<file path="config.mk">
export PLATFORM = sky130hd
export DESIGN_NAME = adc_trig_ctrl
export DESIGN_NICKNAME = d
export VERILOG_FILES = /design/src/rtl/adc_trig_ctrl.sv
export SDC_FILE = /design/constraint.sdc
export NUM_CORES = 1
export LEC_CHECK = 0
export BUFFER_PORTS_ARGS = -buffer_cell sky130_fd_sc_hd__buf_4
export CAP_MARGIN = 20
export CORE_MARGIN = 10
export CORE_UTILIZATION = 49
export CTS_BUF_LIST = sky130_fd_sc_hd__clkbuf_4
export DETAILED_ROUTE_END_ITERATION = 12
export GPL_TIMING_DRIVEN = 0
export PLACE_DENSITY = 0.8
export REMOVE_ABC_BUFFERS = 1
export SLEW_MARGIN = 20
export SYNTH_ARGS = -nofsm -noshare
export SYNTH_HDL_FRONTEND = slang
export SYNTH_SLANG_ARGS = --single-unit
export TNS_END_PERCENT = 50
</file>
<file path="constraint.sdc">
create_clock -name clk -period 2 [get_ports clk]
set_input_delay 0.2 -clock clk [delete_from_list [all_inputs] [get_ports clk]]
set_output_delay 0.2 -clock clk [all_outputs]
set_load 0.02 [all_outputs]
</file>
<file path="src/rtl/adc_trig_ctrl.sv">
module adc_trig_ctrl (
  input  logic       clk,
  input  logic       rst_n,
  input  logic [3:0] trig_sel,
  input  logic       auto_en,
  input  logic       left_adj,
  input  logic       sw_start,
  input  logic [7:0] trig_ev,
  input  logic       conv_done,
  input  logic [9:0] conv_data,
  output logic       conv_start,
  output logic       busy,
  input  logic       rd_en,
  input  logic       rd_hi,
  output logic [7:0] rd_data
);
  localparam logic [7:0] FLAGGED = 8'b1100_1111;
  localparam logic [7:0] UNLATCH = 8'b0011_0000;

  logic [7:0] flag;
  logic [7:0] sel_vec;
  logic [7:0] clr;
  logic [9:0] res;
  logic       lock;
  logic       done_q;
  logic       lo_read;
  logic       hi_read;
  logic       free_go;
  logic       start_req;

  assign sel_vec = (trig_sel >= 4'd1 && trig_sel <= 4'd8) ? (8'd1 << (trig_sel - 4'd1)) : 8'd0;
  assign free_go = (trig_sel == 4'd0) && done_q;
  assign start_req = !busy && (sw_start || (auto_en && (free_go ||
                     |(sel_vec & FLAGGED & flag) || |(sel_vec & UNLATCH & trig_ev))));
  assign clr = start_req ? (sel_vec & FLAGGED) : 8'd0;
  assign lo_read = rd_en && !rd_hi;
  assign hi_read = rd_en && rd_hi;

  always_comb begin
    if (rd_hi) rd_data = left_adj ? res[9:2] : {6'b0, res[9:8]};
    else       rd_data = left_adj ? {res[1:0], 6'b0} : res[7:0];
  end

  always_ff @(posedge clk) begin
    if (!rst_n) begin
      conv_start <= 1'b0;
      busy       <= 1'b0;
      done_q     <= 1'b0;
      flag       <= '0;
      lock       <= 1'b0;
      res        <= '0;
    end else begin
      conv_start <= start_req;
      if (start_req) busy <= 1'b1;
      else if (conv_done) busy <= 1'b0;
      done_q <= conv_done && busy;
      flag   <= (flag & ~clr) | (trig_ev & FLAGGED);
      if (hi_read) lock <= 1'b0;
      else if (lo_read) lock <= 1'b1;
      if (conv_done && busy && !lock && !lo_read) res <= conv_data;
    end
  end

  p_sw_busy_hold_r2: assert property (@(posedge clk) disable iff (!rst_n)
    busy && !conv_done |=> busy);
  p_single_start_r2: assert property (@(posedge clk) disable iff (!rst_n)
    conv_start |=> !conv_start);
  p_reserved_quiet_r6: assert property (@(posedge clk) disable iff (!rst_n)
    (trig_sel >= 4'd9) && !sw_start |=> !conv_start);
  p_lock_hold_r9: assert property (@(posedge clk) disable iff (!rst_n)
    lock |=> $stable(res));
  p_hi_zero_r7: assert property (@(posedge clk) disable iff (!rst_n)
    !left_adj && rd_hi |-> rd_data[7:2] == 6'd0);
  p_lo_zero_r8: assert property (@(posedge clk) disable iff (!rst_n)
    left_adj && !rd_hi |-> rd_data[5:0] == 6'd0);
endmodule

</file>
==> metrics.cfg, run 1 <==
[worst_setup_path]
critPathLaunch=busy
max_stage_delay_ns=0.45
required_ns=2.21
worstReg2RegStart=busy
path_class=reg2reg
worstPathMaxFanout=7
cp.arrival_ns=1.73
path_delay_family=simple AND/OR/NAND/NOR gates
crit_slowest_cell=dfxtp_1
path_buf_inv=1
crit_chain=nand2_1, nor3_2, buf_4, mux2i_1, nor2b_1
worst_setup_path_end_kind=flop
cp-start-kind=flop

[sta]
fin_crit_sh=0.758
fmaxAchievable_mhz=659
finalHoldViolCount=0
fin_crit_ns=1.52
maxSlewViolCount=0
tightest_slew_ns=0.432
slew_headroom=0.709
skew_ns=0.00429
rsz0062_at_grt=false
setup_viol=0

[logic_synthesis]
ys_types=28
ys_seq_elements=20
synthCells=109
synth-edff-count=0
async_flop_share=0
synth_area_mm2=0.00101
avgSynthCellArea_um2=9.30
yosysWarningCount=0
synth_ff_type=dfxtp_1
yosysSeqAreaShare=0.395

[layout]
fin_cells=175
drive_above_1_share=0.338
fillers=177
final_core_util=0.689
fin_nets=179
final_common_cell=buf_4
syn_to_final_growth_pct=33.3
antenna_cells=0
final_cell_mix=40 x buf_4, 20 x dfxtp_1, 13 x mux2i_1, 11 x nor2b_1
seq_area_um2=400
multi_input_area_um2=579

[hold_path]
min_path_type=in2reg
worstHoldStart=rd_en

[power]
switching_share=0.269
power_switching_mw=0.213
p_leak_nw=0.566
ir_drop_mv=0.437
seq_power_share=0.547
powerDensity_mw_per_mm2=586
power.internal_mw=0.579
pwr-share-comb=0.206
clkPwrFrac=0.247

[clock_network]
clkLatencyLatePin_ns=0.30
clk_path_buf_depth=2
cts-root-buf=clkbuf_4
cts.clk_slew.worst_paths_ns=0.11
cts_num_sinks=20
cts_max_level=1
cts_resized=0
cts_tree=done
post_cts_buffers=0
numCtsBuffers=3
hold_buffers=0

[die]
core-area_mm2=0.00196
num_rows=16
io_pins=40
die-area_mm2=0.00429
dieWidth_um=65.5
start_util=0.517
fp.dieH_um=65.5

[place]
hpwlAfterDp_mm=2.12
place_congestion=0.825
place_inst=171
io_buffers=39

[routing]
avgRoutedWirePerCell_um=15.1
firstDrtPassIters=4
ant_nets=0
post-route-drc-count=0
wl_mm=2.64
vias=931
via_per_inst=5.32
drt_iter0_markers=17

[global_routing]
grt_max_degree=21
grt-ovfl-total=0
antenna_found_initial=0
grt_pass1_vias=973
grt_pass1_wl_mm=4.29
track_usage=0.125

[run_status]
status=completed

[job]
drv_cap=0

==> final timing paths <==
path                                to  slack [ns]  cells past startpoint
worst min-delay path              lock        0.13                      2
worst max-delay path            res[0]        0.48                      5
worst max register to register  res[0]        0.48                      5
worst min register to register  res[8]        0.54                      2
==> power groups by stage <==
stage          clock (mW)  sequential, mW  combinational (mW)
5_1_grt             0.221           0.436               0.178
4_1_cts             0.202           0.433               0.164
3_3_place_gp            0           0.440               0.156
6_report            0.195           0.433               0.163
3_5_place_dp            0           0.442               0.163
2_1_floorplan           0           0.443              0.0739
==> through the flow <==
| step | TNS (ns) | hold WS, ns | worst slack (ns) | area, um2 | total power [mW] |
|---|---|---|---|---|---|
| finish | 0 | 0.131 | 0.483 | 1350 | 0.792 |
| global route | 0 | 0.130 | 0.380 | 1350 | 0.835 |
| CTS | 0 | 0.126 | 0.475 | 1350 | 0.799 |
| detailed placement | 0 | 0.447 | 0.211 | 1330 | 0.606 |
| global placement | -2.38 | 0.437 | -0.244 | 1310 | 0.596 |
| floorplan | -0.808 | 0.316 | -0.0808 | 986 | 0.516 |
==> cell type report <==
cell class | instances | share of cell area
Inverter | 3 | 0.00833
Tap cell | 27 | 0.0250
Timing Repair Buffer | 40 | 0.222
Sequential cell | 20 | 0.296
Clock inverter | 1 | 0.00278
Multi-Input combinational cell | 81 | 0.429
Clock buffer | 3 | 0.0167
==> cells by family (layout without fill, tap and decap cells) <==
kind of cell,Yosys count,count (layout),synth area share
flops,20,20,0.395
simple gates,41,41,0.247
buf+inv,8,47,0.0383
compound gates,26,26,0.180
mux,14,14,0.140
==> metal layers <==
layer,GRT usage,vias to the layer above,part of all wire
met2,0.215,29,0.51
met4,0.0561,0,0.013
li1,-,467,-
met5,0,-,0
met3,0.0424,4,0.069
met1,0.135,431,0.41
==> state kept, by name, indices dropped and copies added (netlist names) <==
register and flops:
busy 1, done_q 1, conv_start 1, flag 6, lock 1, res 10
==> cell usage after synthesis, types with 2 or more instances <==
library cell   n  area [um2]
o21ai_0        8        40.0
nor2_1         4        15.0
inv_1          3        11.3
nand2_1        6        22.5
dfxtp_1       20         400
nor4_1         3        18.8
clkbuf_1       3        11.3
nand2b_1       2        12.5
mux2i_1       13         130
nand3b_1       4        30.0
nor3_1         3        15.0
a21oi_1        8        40.0
and2_1         2        12.5
a22o_1         6        52.6
nor2b_1       11        68.8
(Power assumes the default switching activity.)
==> inputs of run 2 (changes only) <==
clock period = 1.6 ns   (was 2 ns; I/O delays follow)
==> metrics.cfg, run 2 (same netlist as run 1, synthesis figures left out) <==
[worst_setup_path]
r2r_cells=5  ; unchanged
required_ns=1.78  ; -0.43 ns
cp-start-kind=flop
worst_setup_path_end_kind=flop
ff2ff_setup_slack_ns=0.14  ; -0.35 ns
path_class=reg2reg
r2r-end=flag[3]
worstPathMaxFanout=7  ; unchanged
worstReg2RegStart=flag[1]
cp.arrival_ns=1.64  ; -0.09 ns

[die]
io_pins=40  ; unchanged
dieWidth_um=65.5  ; unchanged
core-area_mm2=0.00196  ; unchanged
start_util=0.517  ; unchanged
die-area_mm2=0.00429  ; unchanged
fp.dieH_um=65.5  ; unchanged
num_rows=16  ; unchanged

[hold_path]
hold-path-cell-count=2  ; unchanged
worstHoldStart=rd_en
hold_end=lock
min_path_type=in2reg

[layout]
syn_to_final_growth_pct=34.0
drive_above_1_share=0.338  ; unchanged
top_register=res
largest_reg_flops=10  ; unchanged
top_regs=res x10, flag x6
final_common_cell=buf_4
fin_cells=175  ; unchanged
fin_nets=179  ; unchanged
final_cell_mix=40 x buf_4, 20 x dfxtp_1, 13 x mux2i_1, 11 x nor2b_1
antenna_cells=0  ; unchanged
fillers=175  ; -1.1%

[routing]
via_per_inst=5.32  ; unchanged
drt_iter0_markers=18  ; +1
top_layer=met4
vias=931  ; unchanged
route.met3.wl_um=185  ; +1.6%
wl_mm=2.63  ; about the same
post-route-drc-count=0  ; unchanged
firstDrtPassIters=4  ; unchanged
wl_met2_mm=1.35  ; -0.30%
avgRoutedWirePerCell_um=15.1  ; about the same
wl_met1_mm=1.07  ; -0.28%
ant_nets=0  ; unchanged

[global_routing]
grt-ovfl-total=0  ; unchanged
grt_max_degree=21  ; unchanged
grt_pass1_wl_mm=4.29  ; unchanged
grt_pass1_vias=973  ; unchanged
track_usage=0.125  ; unchanged
antenna_found_initial=0  ; unchanged

[sta]
whs_ns=0.0915  ; -0.0398 ns
finalWorstSetupSlack_ns=0.138  ; -0.345 ns
skew_ns=0.00527  ; +0.000977 ns
maxSlewViolCount=0  ; unchanged
fmaxAchievable_mhz=684  ; +3.7%
tightest_slew_ns=0.417  ; -0.0152 ns
fin_crit_ns=1.46  ; -0.0548 ns
slew_headroom=0.720  ; +0.0102
finalHoldViolCount=0  ; unchanged
fin_crit_sh=0.914  ; +0.155
setup_viol=0  ; unchanged
rsz0062_at_grt=false

[clock_network]
hold_buffers=0  ; unchanged
numCtsBuffers=3  ; unchanged
cts.clk_slew.worst_paths_ns=0.11  ; about the same
clkLatencyLatePin_ns=0.30  ; about the same
cts_max_level=1  ; unchanged
cts_num_sinks=20  ; unchanged
cts_tree=done
post_cts_buffers=0  ; unchanged
clk_path_buf_depth=2  ; unchanged
cts_resized=0  ; unchanged
cts-root-buf=clkbuf_4

[run_status]
status=completed

[power]
switching_share=0.271  ; +0.00143
power_switching_mw=0.268  ; +26%
ir_drop_mv=0.547  ; +25%
p_leak_nw=0.564  ; -0.31%
power.internal_mw=0.724  ; +25%
clkPwrFrac=0.247  ; about the same
seq_power_share=0.546  ; about the same
powerDensity_mw_per_mm2=731  ; +25%
pwr-share-comb=0.207  ; about the same

[place]
dp_slack_ns=-0.149  ; -0.360 ns
place_congestion=0.825  ; unchanged
io_buffers=39  ; unchanged
place_inst=171  ; unchanged
hpwlAfterDp_mm=2.12  ; unchanged

[job]
drv_cap=0  ; unchanged

run 2: cell counts in the layout (fill, tap and decap cells not counted):
No cell type changed its count.
run 2: through the flow:
| step | area (um2) | util | total power, mW | TNS, ns |
|---|---|---|---|---|
| global placement | 1310 | 0.669 | 0.746 | -7.19 |
| global route | 1360 | 0.692 | 1.05 | 0 |
| CTS | 1350 | 0.689 | 0.999 | 0 |
| floorplan | 986 | - | 0.646 | -4.81 |
| detailed placement | 1330 | 0.675 | 0.757 | -0.953 |
| finish | 1360 | 0.692 | 0.992 | 0 |
run 2: area by class of cell:
class,count,area [um2],area share
multi-input combinational,81,586,0.431
sequential,20,400,0.295
timing repair buffer,40,300,0.221
tap,27,33.8,0.0249
clock buffer,3,22.5,0.0166
inverter,3,11.3,0.00829
clock inverter,1,3.75,0.00276
run 2: how the worst max path moves through the flow:
stage,from,to,slack [ns],cells past startpoint
2_1_floorplan,busy,res[0],-0.48,4
3_3_place_gp,busy,res[4],-0.64,4
3_5_place_dp,trig_sel[1],flag[3],-0.15,6
6_report,flag[1],flag[3],0.14,5
4_1_cts,busy,res[0],0.07,5
5_1_grt,flag[1],flag[3],0.006,5
run 2: routing by layer:
layer / GRT usage / vias up
li1: - / 468
met1: 0.135 / 430
met3: 0.0424 / 4
met4: 0.0561 / 0
met2: 0.215 / 29
met5: 0 / -
run 2: power by group through the flow:
stage | clock network, mW | registers (mW) | logic, mW
floorplan | 0 | 0.553 | 0.0924
global placement | 0 | 0.550 | 0.195
detailed placement | 0 | 0.553 | 0.204
CTS | 0.252 | 0.542 | 0.205
global route | 0.276 | 0.545 | 0.225
finish | 0.245 | 0.542 | 0.205
run 2: worst max-delay path: stages (launching register included):
cell	delay (ns)
dfxtp_1	0.35
nand3b_1	0.09
a211oi_1	0.30
nor4_2	0.12
a211oi_4	0.36
a21oi_1	0.12
